`src/rtl/cas_pkg.sv`:
```
package cas_pkg;

    localparam int CAS_AW    = 32;
    localparam int CAS_DW    = 32;
    localparam int CAS_FW    = 2;
    localparam int CAS_NATTR = 3;
    localparam int CAS_PW    = CAS_FW * CAS_NATTR;

    localparam logic [CAS_PW-1:0] CAS_POL_RST = 6'h28;

    typedef enum logic [1:0] {
        ATTR_WB    = 2'd0,
        ATTR_WT    = 2'd1,
        ATTR_BY    = 2'd2,
        ATTR_UNDEF = 2'd3
    } cas_attr_e;

    typedef enum logic [1:0] {
        POL_EXC = 2'd0,
        POL_BUS = 2'd1,
        POL_INT = 2'd2,
        POL_RSV = 2'd3
    } cas_pol_e;

    typedef enum logic [1:0] {
        PATH_EXC   = 2'd0,
        PATH_LOCAL = 2'd1,
        PATH_BUS   = 2'd2
    } cas_path_e;

    typedef struct packed {
        logic [CAS_AW-1:0] addr;
        logic [CAS_DW-1:0] cmp;
        logic [CAS_DW-1:0] swp;
    } cas_req_t;

    // Write-back owns the top field, bypass the bottom one.
    function automatic cas_pol_e field_for(input logic [CAS_PW-1:0] pol,
                                           input cas_attr_e attr);
        cas_pol_e f;
        case (attr)
            ATTR_WB: f = cas_pol_e'(pol[2*CAS_FW +: CAS_FW]);
            ATTR_WT: f = cas_pol_e'(pol[1*CAS_FW +: CAS_FW]);
            ATTR_BY: f = cas_pol_e'(pol[0 +: CAS_FW]);
            default: f = POL_RSV;
        endcase
        return f;
    endfunction

    // Code 2 is attribute dependent; reserved codes fall back to refusal.
    function automatic cas_path_e path_for(input cas_attr_e attr,
                                           input cas_pol_e pol);
        cas_path_e p;
        case (pol)
            POL_BUS: p = PATH_BUS;
            POL_INT: p = (attr == ATTR_WB) ? PATH_LOCAL : PATH_EXC;
            default: p = PATH_EXC;
        endcase
        return p;
    endfunction

endpackage

```
`src/rtl/cas_policy_reg.sv`:
```
module cas_policy_reg
    import cas_pkg::*;
#(
    parameter logic [CAS_PW-1:0] RST_POLICY = CAS_POL_RST
) (
    input  logic              clk,
    input  logic              rst,
    input  logic              wr_en,
    input  logic [CAS_PW-1:0] wr_data,
    input  cas_attr_e         attr,
    output cas_pol_e          field
);

    logic [CAS_PW-1:0] pol_q;

    always_ff @(posedge clk) begin
        if (rst) begin
            pol_q <= RST_POLICY;
        end else if (wr_en) begin
            pol_q <= wr_data;
        end
    end

    always_comb begin
        field = field_for(pol_q, attr);
    end

endmodule

```
`src/rtl/cas_path_sel.sv`:
```
module cas_path_sel
    import cas_pkg::*;
(
    input  cas_attr_e attr,
    input  cas_pol_e  field,
    output cas_path_e path
);

    always_comb begin
        path = path_for(attr, field);
    end

endmodule

```
`src/rtl/cas_engine.sv`:
```
module cas_engine
    import cas_pkg::*;
(
    input  logic              clk,
    input  logic              rst,
    input  logic              req_valid,
    output logic              req_ready,
    input  cas_req_t          req,
    input  cas_path_e         path,
    output logic              rsp_done,
    output logic              rsp_exc,
    output logic [CAS_DW-1:0] rsp_old,
    output logic              loc_rd,
    output logic [CAS_AW-1:0] loc_addr,
    input  logic [CAS_DW-1:0] loc_rdata,
    output logic              loc_we,
    output logic [CAS_DW-1:0] loc_wdata,
    output logic              mem_valid,
    input  logic              mem_ready,
    output logic [CAS_AW-1:0] mem_addr,
    output logic [CAS_DW-1:0] mem_cmp,
    output logic [CAS_DW-1:0] mem_swp,
    input  logic              mem_rsp_valid,
    input  logic [CAS_DW-1:0] mem_rsp_old
);

    typedef enum logic [2:0] {
        S_IDLE,
        S_LRD,
        S_LCMP,
        S_MREQ,
        S_MWAIT,
        S_RESP
    } eng_state_e;

    eng_state_e        state_q;
    cas_req_t          req_q;
    logic [CAS_DW-1:0] old_q;
    logic              exc_q;
    logic              accept;

    assign accept = req_valid && (state_q == S_IDLE);

    always_ff @(posedge clk) begin
        if (rst) begin
            state_q <= S_IDLE;
            req_q   <= '0;
            old_q   <= '0;
            exc_q   <= 1'b0;
        end else begin
            case (state_q)
                S_IDLE: begin
                    if (accept) begin
                        req_q <= req;
                        old_q <= '0;
                        exc_q <= (path == PATH_EXC);
                        case (path)
                            PATH_LOCAL: state_q <= S_LRD;
                            PATH_BUS:   state_q <= S_MREQ;
                            default:    state_q <= S_RESP;
                        endcase
                    end
                end
                S_LRD:  state_q <= S_LCMP;
                S_LCMP: begin
                    old_q   <= loc_rdata;
                    state_q <= S_RESP;
                end
                S_MREQ: begin
                    if (mem_ready) state_q <= S_MWAIT;
                end
                S_MWAIT: begin
                    if (mem_rsp_valid) begin
                        old_q   <= mem_rsp_old;
                        state_q <= S_RESP;
                    end
                end
                default: state_q <= S_IDLE;
            endcase
        end
    end

    always_comb begin
        req_ready = (state_q == S_IDLE);
        rsp_done  = (state_q == S_RESP);
        rsp_exc   = rsp_done && exc_q;
        rsp_old   = rsp_done ? old_q : '0;
        loc_rd    = (state_q == S_LRD);
        loc_addr  = req_q.addr;
        loc_we    = (state_q == S_LCMP) && (loc_rdata == req_q.cmp);
        loc_wdata = req_q.swp;
        mem_valid = (state_q == S_MREQ);
        mem_addr  = req_q.addr;
        mem_cmp   = req_q.cmp;
        mem_swp   = req_q.swp;
    end

endmodule

```
`src/rtl/cas_policy_unit.sv`:
```
module cas_policy_unit
    import cas_pkg::*;
#(
    parameter logic [CAS_PW-1:0] RST_POLICY = CAS_POL_RST
) (
    input  logic              clk,
    input  logic              rst,
    input  logic              cfg_we,
    input  logic [CAS_PW-1:0] cfg_wdata,
    input  logic              req_valid,
    output logic              req_ready,
    input  logic [CAS_AW-1:0] req_addr,
    input  logic [1:0]        req_attr,
    input  logic [CAS_DW-1:0] req_cmp,
    input  logic [CAS_DW-1:0] req_swp,
    output logic              rsp_done,
    output logic              rsp_exc,
    output logic [CAS_DW-1:0] rsp_old,
    output logic              loc_rd,
    output logic [CAS_AW-1:0] loc_addr,
    input  logic [CAS_DW-1:0] loc_rdata,
    output logic              loc_we,
    output logic [CAS_DW-1:0] loc_wdata,
    output logic              mem_valid,
    input  logic              mem_ready,
    output logic [CAS_AW-1:0] mem_addr,
    output logic [CAS_DW-1:0] mem_cmp,
    output logic [CAS_DW-1:0] mem_swp,
    input  logic              mem_rsp_valid,
    input  logic [CAS_DW-1:0] mem_rsp_old
);

    cas_attr_e attr;
    cas_pol_e  field;
    cas_path_e path;
    cas_req_t  req;

    assign attr     = cas_attr_e'(req_attr);
    assign req.addr = req_addr;
    assign req.cmp  = req_cmp;
    assign req.swp  = req_swp;

    cas_policy_reg #(
        .RST_POLICY (RST_POLICY)
    ) pol_i (
        .clk     (clk),
        .rst     (rst),
        .wr_en   (cfg_we),
        .wr_data (cfg_wdata),
        .attr    (attr),
        .field   (field)
    );

    cas_path_sel sel_i (
        .attr  (attr),
        .field (field),
        .path  (path)
    );

    cas_engine eng_i (
        .clk           (clk),
        .rst           (rst),
        .req_valid     (req_valid),
        .req_ready     (req_ready),
        .req           (req),
        .path          (path),
        .rsp_done      (rsp_done),
        .rsp_exc       (rsp_exc),
        .rsp_old       (rsp_old),
        .loc_rd        (loc_rd),
        .loc_addr      (loc_addr),
        .loc_rdata     (loc_rdata),
        .loc_we        (loc_we),
        .loc_wdata     (loc_wdata),
        .mem_valid     (mem_valid),
        .mem_ready     (mem_ready),
        .mem_addr      (mem_addr),
        .mem_cmp       (mem_cmp),
        .mem_swp       (mem_swp),
        .mem_rsp_valid (mem_rsp_valid),
        .mem_rsp_old   (mem_rsp_old)
    );

endmodule

```
`config.mk`:
```
export PLATFORM = sky130hd
export DESIGN_NAME = cas_policy_unit
export DESIGN_NICKNAME = d
export VERILOG_FILES = /design/src/rtl/cas_pkg.sv /design/src/rtl/cas_policy_reg.sv /design/src/rtl/cas_path_sel.sv /design/src/rtl/cas_engine.sv /design/src/rtl/cas_policy_unit.sv
export SDC_FILE = /design/constraint.sdc
export NUM_CORES = 1
export LEC_CHECK = 0
export ABC_AREA = 0
export CORE_MARGIN = 2
export CORE_UTILIZATION = 29
export CTS_CLUSTER_DIAMETER = 30
export CTS_CLUSTER_SIZE = 24
export DETAILED_ROUTE_END_ITERATION = 10
export DONT_BUFFER_PORTS = 1
export PLACE_DENSITY = 0.52
export SLEW_MARGIN = 25
export SYNTH_ARGS = -nofsm -noshare
export SYNTH_HDL_FRONTEND = slang
export SYNTH_SLANG_ARGS = --single-unit
```
`constraint.sdc`:
```
create_clock -name clk -period 3.4 [get_ports clk]
set_input_delay 0.17 -clock clk [delete_from_list [all_inputs] [get_ports clk]]
set_output_delay 0.17 -clock clk [all_outputs]
set_load 0.05 [all_outputs]
```
==> impl_metrics.env <==
export IMPL_vias=5309
export IMPL_final_cells=1082
export IMPL_track_usage_pct=18.04
export IMPL_placed_area_um2=5969
export IMPL_cp_arrival_ps=2590
export IMPL_netlist_instances=772
export IMPL_hp_class="in2reg"
export IMPL_crit_path_end_kind="primary output"
export IMPL_synthesis_area_um2=6197
export IMPL_maxCapViolCount=0
export IMPL_finalPower_mw=6.379
export IMPL_fin_crit_ps=2757
export IMPL_nets=969
export IMPL_start_util_pct=29.48
export IMPL_grt_max_degree=139
export IMPL_start_kind="flip-flop"
export IMPL_max_slew_worst_pin_slew_ps=1110
export IMPL_rsz0062_at_grt="no"
export IMPL_avgSynthCellArea_um2=8.027
export IMPL_min_delay_path_depth=2
export IMPL_grt_pass1_wl_um=30340
export IMPL_area_growth_pct=24.71
export IMPL_grt_pass1_vias=5079
export IMPL_cts_tree="done"
export IMPL_cts_root_buf="clkbuf_16"
export IMPL_synth_top_flop_cell="dfxtp_1"
export IMPL_power_leakage_nw=2.816
export IMPL_outcome="finished clean"
export IMPL_setup_viol=0
export IMPL_power_density_nw_per_um2=825.4
export IMPL_skew_ps=9.392
export IMPL_wl_um=21290
export IMPL_fp_coreArea_um2=21020
export IMPL_crit_chain="xnor2_1, nand4_1, or4_1, nor4_2, buf_4"
export IMPL_syn_nets=948
export IMPL_detailed_place_hpwl_um=14450
export IMPL_holdPathEnd="eng_i.old_q[0]"
export IMPL_synthDistinctLibCells=35
export IMPL_antenna_found_initial=1
export IMPL_drt_iter0_drc=344
export IMPL_drive_above_1_share_pct=7.072
export IMPL_synthTopCellsByArea="dfxtp_1 (45%), nand2_1 (12%), buf_4 (8.1%), a21oi_1 (8.0%), a211oi_1 (4.0%)"
export IMPL_grt_overflow=0
export IMPL_slowest_stage="dfxtp_1"
export IMPL_ctsHtreeMaxLevel=4
export IMPL_timing_hold_ws_ps=24.74
export IMPL_critPathKind="reg2out"
export IMPL_setup_tns_final_ps=0
export IMPL_nFillCells=2167
export IMPL_avgViaCountPerCell=4.907
export IMPL_ir_drop_v=0.0003434
export IMPL_cts_clk_slew_worst_paths_ps=60
export IMPL_timing_fmax_mhz=362.7
export IMPL_synth_edf_count=0
export IMPL_drt_pass1_iterations=5
export IMPL_drc=0
export IMPL_rows=53
export IMPL_slew_viol_final=0
export IMPL_yosys_area_top_type_share_pct=44.58
export IMPL_die_area_um2=22560
export IMPL_synth_seq_cells=138
export IMPL_postCtsSetupBuffers=0
export IMPL_place_gp_congestion=0.7904
export IMPL_drtAntennaViolNets=0
export IMPL_synth_top_area_cell="dfxtp_1"
export IMPL_finish_utilization_pct=36.77
export IMPL_final_common_cell="nand2_1"
export IMPL_yosysSeqAreaShare_pct=44.58
export IMPL_final_cell_mix="nand2_1 (197), dfxtp_1 (135), dlygate4sd3_1 (110), a21oi_1 (99), nor2_1 (40)"
export IMPL_async_flop_share_pct=0
export IMPL_fin_area_um2=7729
export IMPL_relSlewSlack_pct=25.91
export IMPL_place_ws_ps=1064
export IMPL_cts_sinks=138
export IMPL_ios=372
export IMPL_cts_buffers=17
export IMPL_io_buffer_count=0
export IMPL_cts_max_path_buffers=2
export IMPL_die_w_um=150.2
export IMPL_ys_warn_count=0
export IMPL_clk_latency_ps=420
export IMPL_min_from="mem_rsp_old[0]"
export IMPL_rr_worst_depth=7
export IMPL_worst_path_largest_cell_delay_ps=670
export IMPL_die_y_um=150.2
export IMPL_period_share_pct=81.08
export IMPL_hold_viol_final=0
export IMPL_crit_fanout=3
export IMPL_wl_per_cell_um=19.68
export IMPL_finalWorstSetupSlack_ps=643.3
export IMPL_dpl_cell_count=938
export IMPL_rr_endpoint="eng_i.mem_cmp[15]"
export IMPL_worstPathRequired_ps=3230
export IMPL_reg2reg_from="eng_i.state_q[0]"
export IMPL_r2r_slack_ps=710
cell usage after synthesis, types with 3 or more instances:
cell type  instances
xnor2_1           17
xor2_1            15
nor2_1            40
a211oi_1          33
o21ai_0            3
inv_1              3
nand2_1          198
clkbuf_1          33
dfxtp_1          138
a21oi_1           99
nand2b_1           3
nor2b_1            4
nand4_1            4
buf_2             18
and2_1            34
a22oi_1           32
mux2i_1            4
nor4_1             4
buf_4             67
routing by layer:
layer | share of wire (%) | wire, µm | track usage [%] | up-vias
met5 | 0 | 0 | 0 | -
met4 | 1.3 | 285 | 5.330 | 0
met3 | 8.3 | 1776 | 7.121 | 22
met2 | 48 | 10150 | 29.13 | 229
met1 | 43 | 9082 | 22.23 | 2509
li1 | - | - | - | 2549
state kept, by name, summed over array words and instances (netlist names):
| signal | flops |
|---|---|
| eng_i.exc_q | 1 |
| eng_i.loc_addr | 32 |
| eng_i.old_q | 32 |
| eng_i.mem_cmp | 32 |
| eng_i.state_q | 3 |
| pol_i.pol_q | 6 |
| eng_i.loc_wdata | 32 |
worst max-delay path by stage:
stage                           start           endpoint  slack (ps)
floorplan           eng_i.mem_cmp[12]             loc_we         250
global route         eng_i.state_q[0]  eng_i.mem_cmp[15]         540
finish               eng_i.mem_cmp[2]             loc_we         640
global placement     eng_i.mem_cmp[2]             loc_we        1070
detailed placement   eng_i.mem_cmp[2]             loc_we        1060
CTS                  eng_i.mem_cmp[2]             loc_we         600
kinds of logic after synthesis:
logic type | Yosys count | share of synthesized area [%]
flip-flops | 138 | 44.58
adder cells (fa/ha/maj) | 2 | 0.4037
AND/OR/NAND/NOR | 300 | 21.06
buffers and inverters | 123 | 11.87
multiplexers | 4 | 0.6461
AO/OA/AOI/OAI | 173 | 16.92
XOR/XNOR | 32 | 4.523
where the power goes:
| group | switching, mW | internal, mW | leakage (nW) |
|---|---|---|---|
| sequential | 1.19 | 1.91 | 1.13 |
| clock | 0.792 | 1.19 | 0.307 |
| combinational | 0.817 | 0.482 | 1.37 |
critical path: cells and delay by family, from the launching register on:
kind / cells / cell delay (ps)
xor+xnor: 1 / 210
flops: 1 / 670
simple gates: 3 / 1040
buf+inv: 1 / 240
timing repair:
item                                   4_1_cts  5_1_grt
hold buffers                               111        0
endpoints found under the hold margin      138        0
gates resized for setup                      0        0
cell type report:
type	instances	area, µm²	share of cell area (%)
multi-input cells	511	2744	35.50
flip-flops and latches	138	2766	35.79
diodes	1	2.502	0.03238
clock buffers	18	439.2	5.682
well taps	275	344.1	4.452
inverters	3	11.26	0.1457
clock inverters	14	185.2	2.396
repair buffers	122	1236	15.99
Power figures use the tool's default switching activity.
